## src/rtl/usb_epreg_pkg.sv

```systemverilog
// Package: shared encodings for the endpoint status register bank.
// Assumes: three endpoints and 8-bit registers; field positions below are
// decoded by firmware and must not move.
package usb_epreg_pkg;

    typedef enum logic [1:0] {
        XFER_IN    = 2'd0,
        XFER_OUT   = 2'd1,
        XFER_SETUP = 2'd2,
        XFER_RSVD  = 2'd3
    } xfer_kind_e;

    localparam int REG_W      = 8;
    localparam int CNT_W      = 4;
    localparam int DEV_ADDR_W = 7;
    localparam int BIT_TOGGLE = 7;
    localparam int BIT_VALID  = 6;
    localparam int BIT_EN     = 7;
    localparam int CRC_BYTES  = 2;

endpackage

```

## src/rtl/usb_addr_reg.sv

```systemverilog
// Module: device address and enable register.
// Does: stores the enable flag and 7-bit device address, compares token
// addresses against it and drives the transceiver power-down line.
// Assumes: written only through the processor bus; no hardware updates.
module usb_addr_reg
    import usb_epreg_pkg::*;
(
    input  logic                  clk,
    input  logic                  rst_n,
    input  logic                  wr_en,
    input  logic [REG_W-1:0]      wdata,
    input  logic [DEV_ADDR_W-1:0] tok_addr,
    output logic [REG_W-1:0]      reg_q,
    output logic                  addr_match,
    output logic                  xcvr_pd
);
    logic                  en_q;
    logic [DEV_ADDR_W-1:0] dev_q;

    // Hold the enable flag and address; reset to disabled, address 0.
    always_ff @(posedge clk) begin
        if (!rst_n) begin
            en_q  <= 1'b0;
            dev_q <= '0;
        end else if (wr_en) begin
            en_q  <= wdata[BIT_EN];
            dev_q <= wdata[DEV_ADDR_W-1:0];
        end
    end

    // Present the register image and the token comparison.
    always_comb begin
        reg_q      = {en_q, dev_q};
        addr_match = en_q && (tok_addr == dev_q);
        xcvr_pd    = !en_q;
    end

    AST_MATCH_NEEDS_EN: assert property (@(posedge clk) disable iff (!rst_n)
        addr_match |-> !xcvr_pd);
    AST_PD_FOLLOWS_WRITE: assert property (@(posedge clk) disable iff (!rst_n)
        wr_en |=> (xcvr_pd == !$past(wdata[BIT_EN])));

endmodule

```

## src/rtl/usb_ep_cnt_reg.sv

```systemverilog
// Module: one endpoint count/status register.
// Does: takes processor writes and posted receive status; a receive status
// overrides a same-cycle write. With LOCKABLE set, a receive status locks
// the register against writes until the processor reads it.
// Assumes: upd_cnt is already clamped and offset by the CRC bytes.
module usb_ep_cnt_reg
    import usb_epreg_pkg::*;
#(
    parameter bit LOCKABLE = 1'b0
) (
    input  logic             clk,
    input  logic             rst_n,
    input  logic             cpu_wr,
    input  logic             cpu_rd,
    input  logic [REG_W-1:0] wdata,
    input  logic             upd_hit,
    input  xfer_kind_e       upd_kind,
    input  logic             upd_toggle,
    input  logic             upd_err,
    input  logic [CNT_W-1:0] upd_cnt,
    output logic [REG_W-1:0] reg_q,
    output logic             irq
);
    logic             tog_q;
    logic             valid_q;
    logic [CNT_W-1:0] cnt_q;
    logic             lock_q;
    logic             rx_upd;

    // Decide whether this update carries receive status.
    always_comb rx_upd = upd_hit && (upd_kind == XFER_OUT || upd_kind == XFER_SETUP);

    // Store toggle, valid and count; hardware status has priority.
    always_ff @(posedge clk) begin
        if (!rst_n) begin
            tog_q   <= 1'b0;
            valid_q <= 1'b0;
            cnt_q   <= '0;
        end else if (rx_upd) begin
            tog_q   <= upd_toggle;
            valid_q <= !upd_err;
            cnt_q   <= upd_cnt;
        end else if (cpu_wr && !lock_q) begin
            tog_q   <= wdata[BIT_TOGGLE];
            valid_q <= wdata[BIT_VALID];
            cnt_q   <= wdata[CNT_W-1:0];
        end
    end

    // Generate the write lock only for the lockable variant.
    generate
        if (LOCKABLE) begin : g_lock
            // Set on receive status, clear on a processor read.
            always_ff @(posedge clk) begin
                if (!rst_n)       lock_q <= 1'b0;
                else if (rx_upd)  lock_q <= 1'b1;
                else if (cpu_rd)  lock_q <= 1'b0;
            end
        end else begin : g_nolock
            always_comb lock_q = 1'b0;
        end
    endgenerate

    // Register a one-cycle interrupt for any update.
    always_ff @(posedge clk) begin
        if (!rst_n) irq <= 1'b0;
        else        irq <= upd_hit;
    end

    // Build the read image; reserved bits read 0.
    always_comb reg_q = {tog_q, valid_q, {(REG_W-2-CNT_W){1'b0}}, cnt_q};

    AST_IN_KEEPS_REG: assert property (@(posedge clk) disable iff (!rst_n)
        (upd_hit && !rx_upd && !cpu_wr) |=> $stable(reg_q));
    AST_RX_TOGGLE: assert property (@(posedge clk) disable iff (!rst_n)
        rx_upd |=> (reg_q[BIT_TOGGLE] == $past(upd_toggle)));
    AST_RX_COUNT_RANGE: assert property (@(posedge clk) disable iff (!rst_n)
        rx_upd |=> (reg_q[CNT_W-1:0] >= 4'd2 && reg_q[CNT_W-1:0] <= 4'd10));
    AST_RX_VALID: assert property (@(posedge clk) disable iff (!rst_n)
        rx_upd |=> (reg_q[BIT_VALID] == !$past(upd_err)));
    AST_LOCK_BLOCKS_WRITE: assert property (@(posedge clk) disable iff (!rst_n)
        (lock_q && cpu_wr && !upd_hit) |=> $stable(reg_q));
    AST_IRQ_ONE_CYCLE: assert property (@(posedge clk) disable iff (!rst_n)
        (irq && !$past(upd_hit, 2)) |=> !irq);

endmodule

```

## src/rtl/usb_ep_regbank.sv

```systemverilog
// Module: top of the endpoint status register bank.
// Does: decodes processor offsets, clamps received byte counts, routes
// status updates to the endpoint registers and muxes read data.
// Assumes: offset 0 holds the address register and endpoint i sits at
// offset 2*i+1; at most one status update per cycle.
module usb_ep_regbank
    import usb_epreg_pkg::*;
#(
    parameter int NUM_EP   = 3,
    parameter int MAX_DATA = 8,
    parameter int ADDR_W   = 3
) (
    input  logic                  clk,
    input  logic                  rst_n,
    input  logic [ADDR_W-1:0]     bus_addr,
    input  logic                  bus_wr,
    input  logic                  bus_rd,
    input  logic [REG_W-1:0]      bus_wdata,
    output logic [REG_W-1:0]      bus_rdata,
    input  logic                  upd_valid,
    input  logic [1:0]            upd_ep,
    input  logic [1:0]            upd_kind,
    input  logic                  upd_toggle,
    input  logic                  upd_err_crc,
    input  logic                  upd_err_stuff,
    input  logic                  upd_err_pid,
    input  logic [CNT_W-1:0]      upd_nbytes,
    input  logic [DEV_ADDR_W-1:0] tok_addr,
    output logic                  addr_match,
    output logic                  xcvr_pd,
    output logic [NUM_EP-1:0]     ep_irq
);
    localparam logic [CNT_W-1:0] MAX_DATA_C = CNT_W'(MAX_DATA);
    localparam logic [CNT_W-1:0] CRC_C      = CNT_W'(CRC_BYTES);

    logic [REG_W-1:0] addr_reg_q;
    logic [REG_W-1:0] ep_reg_q [NUM_EP];
    logic [CNT_W-1:0] rx_cnt;
    logic             rx_err;
    xfer_kind_e       kind;

    // Clamp the data length and add the CRC bytes; merge error flags.
    always_comb begin
        rx_cnt = ((upd_nbytes > MAX_DATA_C) ? MAX_DATA_C : upd_nbytes) + CRC_C;
        rx_err = upd_err_crc | upd_err_stuff | upd_err_pid;
        kind   = xfer_kind_e'(upd_kind);
    end

    usb_addr_reg u_addr (
        .clk        (clk),
        .rst_n      (rst_n),
        .wr_en      (bus_wr && bus_addr == '0),
        .wdata      (bus_wdata),
        .tok_addr   (tok_addr),
        .reg_q      (addr_reg_q),
        .addr_match (addr_match),
        .xcvr_pd    (xcvr_pd)
    );

    // Instantiate one register per endpoint; only endpoint 0 locks.
    generate
        for (genvar i = 0; i < NUM_EP; i++) begin : g_ep
            localparam logic [ADDR_W-1:0] OFS = ADDR_W'(2 * i + 1);
            usb_ep_cnt_reg #(.LOCKABLE(i == 0)) u_ep (
                .clk        (clk),
                .rst_n      (rst_n),
                .cpu_wr     (bus_wr && bus_addr == OFS),
                .cpu_rd     (bus_rd && bus_addr == OFS),
                .wdata      (bus_wdata),
                .upd_hit    (upd_valid && upd_ep == 2'(i)),
                .upd_kind   (kind),
                .upd_toggle (upd_toggle),
                .upd_err    (rx_err),
                .upd_cnt    (rx_cnt),
                .reg_q      (ep_reg_q[i]),
                .irq        (ep_irq[i])
            );
        end
    endgenerate

    // Select read data by offset; unmapped offsets read 0.
    always_comb begin
        bus_rdata = '0;
        if (bus_addr == '0) bus_rdata = addr_reg_q;
        for (int i = 0; i < NUM_EP; i++)
            if (bus_addr == ADDR_W'(2 * i + 1)) bus_rdata = ep_reg_q[i];
    end

    AST_IRQ_AT_MOST_ONE: assert property (@(posedge clk) disable iff (!rst_n)
        $onehot0(ep_irq));
    AST_IRQ_AFTER_UPDATE: assert property (@(posedge clk) disable iff (!rst_n)
        upd_valid |=> (ep_irq != '0));

endmodule

```

## config.mk

```make
export PLATFORM = sky130hd
export DESIGN_NAME = usb_ep_regbank
export DESIGN_NICKNAME = d
export VERILOG_FILES = /design/src/rtl/usb_epreg_pkg.sv /design/src/rtl/usb_addr_reg.sv /design/src/rtl/usb_ep_cnt_reg.sv /design/src/rtl/usb_ep_regbank.sv
export SDC_FILE = /design/constraint.sdc
export NUM_CORES = 1
export LEC_CHECK = 0
export BUFFER_PORTS_ARGS = -buffer_cell sky130_fd_sc_hd__buf_2
export CAP_MARGIN = 20
export CORE_MARGIN = 2
export CORE_UTILIZATION = 36
export DETAILED_ROUTE_END_ITERATION = 10
export HOLD_SLACK_MARGIN = 0.1
export PLACE_DENSITY = 0.63
export SKIP_CTS_REPAIR_TIMING = 1
export SLEW_MARGIN = 10
export SYNTH_ARGS = -nofsm -noshare
export SYNTH_HDL_FRONTEND = slang
export SYNTH_SLANG_ARGS = --single-unit
```

## constraint.sdc

```tcl
create_clock -name clk -period 1.3 [get_ports clk]
set_input_delay 0.065 -clock clk [delete_from_list [all_inputs] [get_ports clk]]
set_output_delay 0.065 -clock clk [all_outputs]
set_load 0.05 [all_outputs]
```

Word level (Yosys, flattened, before mapping)
Index checks and enable logic that the tools add are counted.

Input port bits: 35. Output and inout port bits: 13. Logic and storage cells: 75. Register bits: 30.

Equal/unequal tests: 8. Reductions and logical operators: 23. Muxes and demuxes: 25. Add/subtract/negate cells: 1. Bitwise gates (word level): 2. Order comparisons: 1.

Operator list (count): $mux 8 (4); $mux 4 (7); $mux 1 (14); $logic_and 1x1->1 (13); $reduce_bool 2->1 (4); $eq 7x7->1 (1); $add 4x2->4 const B (1); $eq 2x1->1 const B (2); $eq 2x2->1 const B (2); $gt 4x4->1 const B (1); $eq 3x1->1 const B (1); $eq 3x2->1 const B (1); $eq 3x3->1 const B (1); $logic_not 1->1 (3); $logic_not 3->1 (1); $logic_not 2->1 (1); $or 1x1->1 (2); $logic_or 1x1->1 (1).

Longest topological paths before layout
Gate-level depths: netlist of run 1.

Depth in word-level cells: 5. Gate-level depth with buffers: 6. Mapped depth without buffers: 6.

Cells and area by module
A second synthesis of run 1 with hierarchy kept.

Cells, all modules: 218. Area total of the unflattened synthesis: 2114.5 sq um.

Modules (own cells, without submodules): usb_ep_cnt_reg at g_ep[1].u_ep ... (seq. area each 140.1 sq um, area each 395.4 sq um, cells an instance 40, instances 2); usb_ep_regbank (seq. area each 0.0 sq um, area each 541.8 sq um, cells an instance 61, instances 1); usb_ep_cnt_reg at g_ep[0].u_ep (seq. area each 160.2 sq um, area each 391.6 sq um, cells an instance 40, instances 1); usb_addr_reg (seq. area each 160.2 sq um, area each 390.4 sq um, cells an instance 37, instances 1).

Least setup slack after synthesis of run 1
Ideal clock, no wire load.

Kind: flip-flop to output port. Start point: register u_addr.dev_q[0]. End point: output port addr_match. Buffers on the path: 0. Data required time: 1.235 ns. Setup slack: 0.016 ns. Stages on the path, launching flop included: 4. Arrival time: 1.219 ns. Cell sequence: dfxtp_1 -> xnor2_1 -> nand4_1 -> nor2_1.

Longest elaborated chain between the ends: 2.

RTL lines: from (decl) (line usb_addr_reg.sv:18) `logic [DEV_ADDR_W-1:0] dev_q;`; from (signal assigned) (line usb_addr_reg.sv:27) `dev_q <= wdata[DEV_ADDR_W-1:0];`; $eq 7x7->1 (line usb_addr_reg.sv:34) `addr_match = en_q && (tok_addr == dev_q);`; $logic_and 1x1->1 (line usb_addr_reg.sv:34); to (decl) (line usb_ep_regbank.sv:29) `output logic addr_match,`.

Every way passes these cells.

Worst setup path after layout of run 1
Start point: register g_ep[0].u_ep.valid_q. End point: output port bus_rdata[6].

Longest elaborated chain between the ends: 3.

RTL lines: from (decl) (line usb_ep_cnt_reg.sv:25) `logic valid_q;`; from (signal assigned) (line usb_ep_cnt_reg.sv:41) `valid_q <= !upd_err;`; from (signal assigned) (line usb_ep_cnt_reg.sv:45) `valid_q <= wdata[BIT_VALID];`; $mux 8 (3 in series) (line usb_ep_regbank.sv:86) `if (bus_addr == ADDR_W'(2 * i + 1)) bus_rdata = ep_reg_q[i];`; to (decl) (line usb_ep_regbank.sv:19) `output logic [REG_W-1:0] bus_rdata,`.

Every way passes these cells.

==> results.yml, run 1 <==
outcome:
  outcome: "completed"
logic_synthesis:
  async_flop_share_pct: 0
  yosys_register_bits: 30
  yosysTopAreaCellShare_pct: 34.6
  synthTopCellsByArea: "dfxtp_1, mux2i_1, o31ai_1"
  yosysTopAreaCell: "dfxtp_1"
  ys_types: 37
  synth_edf_count: 0
  ys_warn_count: 0
  synth_common_cells: "dfxtp_1, o31ai_1, mux2i_1, nand2_1, a21oi_1"
  syn_avg_cell_area_um2: 9.03
  netlist_area_um2: 1730
  ys_seq_area_share_pct: 34.6
  synth.most_common_cell: "dfxtp_1"
  synthFlopType: "dfxtp_1"
  synth.net_count: 228
  netlist_instances: 192
timing:
  worst_clock_skew_ps: 1.11
  fin_hold_ws_ps: 93.1
  rsz0062_at_grt: "yes"
  hold_violations: 0
  max_clock_freq_mhz: 791
  maxSlewViolCount: 0
  period_minus_slack_ps: 1260
  slew_headroom_pct: 68.4
  fin_crit_sh_pct: 97.2
  tightest_slew_ps: 474
  finalSetupViolations: 0
global_routing:
  grt_max_degree: 29
  antenna_found_initial: 0
  grt_pass1_vias: 1429
  overflow: 0
  grt_pass1_wl_um: 6740
  track_usage_pct: 16.6
clock_network:
  path_clk_slew_ps: 60
  clock_sinks: 30
  cts_tree: "built"
  clockBufferDepth: 2
  htreeDepth: 2
  worstSkewPairLatency_ps: 280
  numCtsBuffers: 5
  cts-root-buf: "clkbuf_8"
floorplanning:
  start_util_pct: 37.0
  core_area_um2: 4690
  rows: 25
  ios: 48
  die_y_um: 73.4
  die-area_um2: 5390
  die_w_um: 73.4
hold_path:
  hold_path.class: "in -> reg"
  worstHoldPathCells: 3
  hold_end: "g_ep[0].u_ep.irq$_SDFF_PN0_"
  min_from: "upd_valid"
placed_design:
  dp_hpwl_um: 3240
  numPlacedInstances: 288
  gp_congestion: 0.747
  portBuffers: 47
critical_path:
  r2r-start: "g_ep[0].u_ep.lock_q$_SDFFE_PN0P_"
  worstPathMaxFanout: 2
  arrival_ps: 1200
  required_ps: 1240
  timing.reg2reg.setup_slack_ps: 370
  end_kind: "output pin"
  r2r_cells: 2
  r2r-end: "g_ep[0].u_ep.cnt_q[1]$_SDFFE_PN0P_"
  worst_setup_path_start_kind: "flop"
  path_class: "reg -> out"
routing:
  drc: 0
  vias: 1607
  drt-total-wl_um: 4340
  firstDrtPassIters: 4
  wire_per_inst_um: 14.2
  drt_iter0_drc: 87
  vias_per_cell: 5.27
  final_antenna_net_count: 0
power:
  peakVddDrop_uv: 443
  p_per_area_nw_per_um2: 907
  cellLeakagePower_nw: 0.960
run:
  max-cap-violations: 0
final_layout:
  syn_to_final_growth_pct: 32.6
  antenna_cells: 0
  drive_above_1_share_pct: 33.1
  nNetsFinal: 287
  layoutNonFillerInstCount: 305
==> how the worst max path moves through the flow <==
stage	cells after the start	from	slack [ps]	end
finish	4	g_ep[0].u_ep.valid_q$_SDFFE_PN0P_	40	bus_rdata[6]
global route	4	g_ep[1].u_ep.cnt_q[0]$_SDFFE_PN0P_	-70	bus_rdata[0]
CTS	4	g_ep[1].u_ep.tog_q$_SDFFE_PN0P_	-60	bus_rdata[7]
detailed placement	4	upd_ep[1]	30	g_ep[0].u_ep.cnt_q[2]$_SDFFE_PN0P_
global placement	4	bus_addr[1]	50	u_addr.dev_q[6]$_SDFFE_PN0P_
floorplan	3	u_addr.dev_q[0]$_SDFFE_PN0P_	20	addr_match
==> metal layers <==
metal / vias to the layer above / track usage, % / wire (µm)
met5: - / 0 / 0
li1: 831 / - / -
met1: 717 / 21.4 / 2050
met2: 57 / 25.6 / 1970
met3: 2 / 6.04 / 293
met4: 0 / 5.45 / 26
==> worst max-delay path, stage by stage (launching register included) <==
cell	delay [ps]
dfxtp_1	340
mux2i_1	70
o2bb2ai_1	180
a22o_1	170
buf_6	160
==> area by class of cell <==
class / count / area, µm²
Fill cell: 471 / 2390
Multi-Input combinational cell: 143 / 1050
Sequential cell: 30 / 617
Timing Repair Buffer: 69 / 479
Clock buffer: 7 / 76.3
Tap cell: 54 / 67.6
Inverter: 2 / 7.51
==> power by group <==
group	internal, mW	switching [mW]	total, mW
Clock	0.367	0.325	0.692
Combinational	0.190	0.218	0.408
Sequential	0.960	0.0259	0.986
Total	1.52	0.569	2.09
==> cell usage in the layout, fill, tap and decap left out, types with 3 or more instances in the layout <==
cell type,count
buf_2,40
o31ai_1,19
dfxtp_1,19
mux2i_1,18
nand2_1,18
a21oi_1,12
buf_4,12
dfxtp_2,10
dlygate4sd3_1,9
nand3b_1,8
buf_6,7
o2bb2ai_1,6
a22o_1,6
xnor2_1,6
o21ai_0,6
a31oi_1,6
a21boi_1,6
clkbuf_8,5
nor2b_1,4
a21boi_0,3
==> state kept, by name, indices dropped and copies added (netlist names) <==
register and flops:
g_ep.u_ep.cnt_q 12, u_addr.en_q 1, g_ep.u_ep.tog_q 3, g_ep.u_ep.irq 3, g_ep.u_ep.lock_q 1, u_addr.dev_q 7
g_ep.u_ep.valid_q 3
==> logic make-up (layout without fill, tap and decap cells) <==
group           Yosys count  count (layout)  synth area share [%]
fa+ha+maj                 1               1                 0.721
compound gates           64              64                  25.5
flops                    30              30                  34.6
mux                      18              18                  10.4
xor+xnor                  9               9                  4.55
simple gates             51              51                  18.6
buf+inv                  19              78                  5.56
==> through the flow <==
step	instance area (µm²)	setup TNS (ps)	worst slack, ps	power (mW)	utilization [%]
global route	2300	-103	-70.1	2.19	49.0
global placement	2050	0	48.6	1.37	43.7
CTS	2130	-343	-62.8	2.07	45.3
finish	2300	0	36.5	2.09	49.0
floorplan	1730	0	15.8	1.23	-
detailed placement	2050	0	28.9	1.38	43.7
No activity file was read; power rests on OpenSTA's default activity.
==> run 2, diff against run 1 <==
- GPL_TIMING_DRIVEN: unset -> 0
- MAX_ROUTING_LAYER: unset -> met4
- SETUP_SLACK_MARGIN: unset -> 0.2
==> run 2 against run 1 <==
Flip-flop and latch count unchanged. Core utilization increased by 3.1 points. Via count increased by 2.9%. Total power increased by 12%. Combinational power increased by 6.1%. Clock skew increased by 2.2 ps. Final area increased by 6.3%. Critical path depth unchanged. Register-to-register slack got worse by 40 ps. Clock-buffer cell count unchanged. Largest cell class unchanged.
==> results.yml, run 2 (synthesis results as in run 1) <==
outcome:
  outcome: "completed"
clock_network:
  clock_sinks: 30
  numCtsBuffers: 5
  cts_tree: "built"
  htreeDepth: 2
  clockBufferDepth: 2
  path_clk_slew_ps: 60
  cts-root-buf: "clkbuf_8"
  worstSkewPairLatency_ps: 290
floorplanning:
  rows: 25
  start_util_pct: 37.0
  ios: 48
  die_y_um: 73.4
  core_area_um2: 4690
  die_w_um: 73.4
  die-area_um2: 5390
routing:
  final_antenna_net_count: 0
  drt_iter0_drc: 91
  wire_per_inst_um: 14.7
  vias_per_cell: 5.25
  drc: 0
  drt-total-wl_um: 4620
  vias: 1653
  firstDrtPassIters: 4
timing:
  period_minus_slack_ps: 1290
  fin_hold_ws_ps: 80.5
  worst_clock_skew_ps: 3.28
  rsz0062_at_grt: "yes"
  fin_crit_sh_pct: 99.1
  slew_headroom_pct: 51.5
  finalSetupViolations: 0
  tightest_slew_ps: 725
  hold_violations: 0
  max_clock_freq_mhz: 777
  maxSlewViolCount: 0
placed_design:
  gp_congestion: 0.752
  dp_hpwl_um: 3340
  numPlacedInstances: 292
  portBuffers: 46
  placed_cell_area_um2: 2040
final_layout:
  largest_register: "g_ep.u_ep.cnt_q"
  drive_above_1_share_pct: 38.7
  design_area_um2: 2440
  multi_input_area_um2: 1100
  layout_common_cells: "buf_2, dfxtp_1, o31ai_1"
  nNetsFinal: 296
  syn_to_final_growth_pct: 40.9
  antenna_cells: 0
  final_common_cell: "buf_2"
  layoutNonFillerInstCount: 315
  reg_top3: "g_ep.u_ep.cnt_q: 12 flops, u_addr.dev_q: 7 flops"
  fillers: 459
  largest_reg_flops: 12
  regArea_um2: 621
critical_path:
  cp.buffers_inverters: 1
  worst_setup_path_start_kind: "flop"
  r2r-end: "g_ep[0].u_ep.cnt_q[1]$_SDFFE_PN0P_"
  worstPathMaxFanout: 2
  required_ps: 1240
  end_kind: "output pin"
  path_class: "reg -> out"
  cp_cell_sequence: "mux2i_2, o2bb2ai_2, a22o_2, buf_8"
  path_delay_family: "flip-flops"
  r2r-start: "g_ep[0].u_ep.lock_q$_SDFFE_PN0P_"
  r2r_cells: 3
  arrival_ps: 1220
  timing.reg2reg.setup_slack_ps: 330
  slowest_stage: "dfxtp_2"
  critPathMaxStageDelay_ps: 330
global_routing:
  grt_pass1_wl_um: 7020
  grt_max_degree: 11
  track_usage_pct: 17.8
  grt_pass1_vias: 1458
  overflow: 0
  antenna_found_initial: 0
power:
  p_total_mw: 2.34
  p_per_area_nw_per_um2: 957
  peakVddDrop_uv: 358
  cellLeakagePower_nw: 1.02
run:
  max-cap-violations: 0
hold_path:
  worstHoldPathCells: 3
  hold_end: "g_ep[0].u_ep.irq$_SDFF_PN0_"
  hold_path.class: "in -> reg"
  min_from: "upd_valid"
==> run 2: changes by cell type in the layout (fill, tap and decap cells not counted), moves of 2 or more <==
cell      change
and2_1        -2
dfxtp_4       +2
dfxtp_2       -3
clkbuf_2      +4
buf_4         -3
buf_8         +4
clkbuf_1      +4
a22o_2        +6
nor2b_1       -2
a22o_1        -6
==> run 2: layout make-up <==
| type | instances | share of cell area, % |
|---|---|---|
| clock inverter | 1 | 1.23 |
| sequential | 30 | 25.4 |
| inverter | 2 | 0.307 |
| clock buffer | 7 | 3.12 |
| buffer | 17 | 4.05 |
| tap | 54 | 2.76 |
| multi-input combinational | 143 | 45.0 |
| timing repair buffer | 61 | 18.1 |
==> run 2: power by group <==
group	internal, mW	switching (mW)	total [mW]	leakage, nW
sequential	0.956	0.0238	0.980	0.250
combinational	0.201	0.232	0.433	0.718
clock	0.573	0.352	0.925	0.0524
==> run 2: worst max-delay path by stage <==
stage | endpoint | slack, ps | from | depth (start not counted)
2_1_floorplan | g_ep[0].u_ep.cnt_q[2]$_SDFFE_PN0P_ | 200 | upd_ep[1] | 5
3_3_place_gp | bus_rdata[3] | -120 | bus_addr[2] | 6
3_5_place_dp | bus_rdata[2] | -150 | bus_addr[2] | 6
4_1_cts | bus_rdata[2] | -150 | bus_addr[2] | 6
5_1_grt | addr_match | -30 | u_addr.dev_q[4]$_SDFFE_PN0P_ | 4
6_report | bus_rdata[1] | 10 | g_ep[2].u_ep.cnt_q[1]$_SDFFE_PN0P_ | 4
==> run 2: metrics by stage <==
step	setup slack, ps	TNS, ps	utilization (%)
after floorplan	196	0	-
after global placement	-121	-1400	43.6
after detailed placement	-146	-1750	43.6
after CTS	-154	-1150	45.8
after global routing	-30.8	-157	52.1
final	12.3	0	52.1
==> run 2: layer usage <==
metal	up-vias	GRT usage, %	wire, µm
met5	-	-	0
met4	0	7.27	81
met3	7	4.39	279
met2	54	26.9	2140
met1	742	22.7	2120
li1	850	-	-
==> run 2: worst min-delay path, delay by kind of cell <==
kind	cells	cell delay (ps)
buf+inv	1	120
simple gates	2	140
==> run 3, diff against run 2 <==
- CELL_PAD_IN_SITES_DETAIL_PLACEMENT: unset -> 0
- CELL_PAD_IN_SITES_GLOBAL_PLACEMENT: unset -> 1
- PLACE_DENSITY: 0.63 -> 0.79
==> run 3 against run 2 <==
Critical path depth did not move. Clock skew barely moved. Non-clock buffer count rose by 1. Combinational power rose by 6.2%. Critical path type unchanged. First-iteration DRC count fell by 9.9%. Clock power rose by 3.6%. Final area rose by 1.8%. Die area did not move. Sequential power rose by 0.4%. Routed wire length rose by 5.8%.
==> results.yml, run 3 (synthesis results as in run 1) <==
outcome:
  outcome: "completed"
placed_design:
  portBuffers: 46
  pre_cts_slack_ps: -154
  placed_cell_area_um2: 2040
  gp_congestion: 0.831
  dp_hpwl_um: 3410
power:
  share_comb_of_total_power_pct: 19.2
  cellLeakagePower_nw: 1.04
  seq_power_share_pct: 41.0
  p_int_mw: 1.79
  clkPwrFrac_pct: 39.9
  peakVddDrop_uv: 477
  switchingPower_uw: 608
  p_per_area_nw_per_um2: 965
  netSwitchingFraction_pct: 25.3
final_layout:
  final_common_cell: "buf_2"
  largest_reg_flops: 12
  largest_register: "g_ep.u_ep.cnt_q"
  final_core_util_pct: 53.0
  antenna_cells: 0
  design_area_um2: 2490
  nNetsFinal: 297
  fillers: 444
  layout_common_cells: "buf_2, dfxtp_1, o31ai_1"
  reg_top3: "g_ep.u_ep.cnt_q: 12 flops, u_addr.dev_q: 7 flops"
  syn_to_final_growth_pct: 43.5
  drive_above_1_share_pct: 35.6
global_routing:
  antenna_found_initial: 0
  overflow: 0
  grt_pass1_vias: 1482
  track_usage_pct: 18.3
  grt_pass1_wl_um: 7220
  grt_max_degree: 11
timing:
  fin_hold_ws_ps: 96.8
  maxSlewViolCount: 0
  slew_headroom_pct: 50.3
  finalSetupViolations: 0
  setup_ws_ps: 31.1
  rsz0062_at_grt: "yes"
  max_clock_freq_mhz: 788
  period_minus_slack_ps: 1270
  fin_tns_setup_ps: 0
  worst_clock_skew_ps: 3.58
  tightest_slew_ps: 743
  hold_violations: 0
  fin_crit_sh_pct: 97.6
critical_path:
  worstPathMaxFanout: 2
  crit_start: "g_ep[1].u_ep.cnt_q[3]$_SDFFE_PN0P_"
  path_class: "reg -> out"
  timing.reg2reg.setup_slack_ps: 340
  arrival_ps: 1200
  end_kind: "output pin"
  required_ps: 1240
  r2r-start: "g_ep[0].u_ep.lock_q$_SDFFE_PN0P_"
  worst_setup_path_start_kind: "flop"
clock_network:
  path_clk_slew_ps: 60
  worstSkewPairLatency_ps: 280
  numCtsBuffers: 5
  cts-root-buf: "clkbuf_8"
  cts_tree: "built"
  htreeDepth: 2
  clock_sinks: 30
  clockBufferDepth: 2
routing:
  final_antenna_net_count: 0
  drt-total-wl_um: 4890
  drc: 0
  vias: 1660
  vias_per_cell: 5.27
  wire_per_inst_um: 15.5
  drt_iter0_drc: 82
  firstDrtPassIters: 4
run:
  max-cap-violations: 0
floorplanning:
  die_y_um: 73.4
  die-area_um2: 5390
  rows: 25
  core_area_um2: 4690
  start_util_pct: 37.0
  ios: 48
  die_w_um: 73.4
hold_path:
  hold_path.class: "in -> reg"
  min_from: "upd_valid"
==> run 3: critical path, cell delays in order (launching register included) <==
cell and delay (ps):
dfxtp_1 320, mux2i_1 160, o2bb2ai_2 80, a22o_2 210, buf_6 150
==> run 3: through the flow <==
stage	instances	total power, mW
after floorplan	192	1.24
after detailed placement	292	1.37
after global routing	315	2.50
after global placement	292	1.37
final	315	2.40
after CTS	299	2.33
==> run 3: layer usage <==
layer	wire length [µm]	vias up	track usage [%]
met5	0	-	-
met4	76	0	6.67
met3	285	8	4.94
met2	2280	54	27.7
met1	2250	749	23.5
li1	-	849	-
==> run 3: power groups by stage <==
stage	logic, mW	registers (mW)	clock network, mW
final	0.460	0.984	0.958
after global routing	0.501	0.988	1.01
after CTS	0.373	0.982	0.975
after detailed placement	0.372	1.00	0
after global placement	0.370	1.00	0
after floorplan	0.242	0.995	0
==> run 3: final cells by class <==
class | instances | area (µm²) | share of cell area (%)
Multi-Input combinational cell | 143 | 1090 | 43.6
Sequential cell | 30 | 609 | 24.5
Timing Repair Buffer | 62 | 488 | 19.6
Buffer | 17 | 118 | 4.73
Clock buffer | 6 | 82.6 | 3.32
Tap cell | 54 | 67.6 | 2.71
Clock inverter | 1 | 30.0 | 1.21
Inverter | 2 | 7.51 | 0.302
==> run 3: final timing paths <==
| path | endpoint | cells past startpoint |
|---|---|---|
| setup reg to reg | g_ep[0].u_ep.cnt_q[1]$_SDFFE_PN0P_ | 3 |
| setup / recovery | bus_rdata[3] | 4 |
| hold / removal | g_ep[2].u_ep.irq$_SDFF_PN0_ | 3 |
| hold reg to reg | u_addr.dev_q[4]$_SDFFE_PN0P_ | 2 |
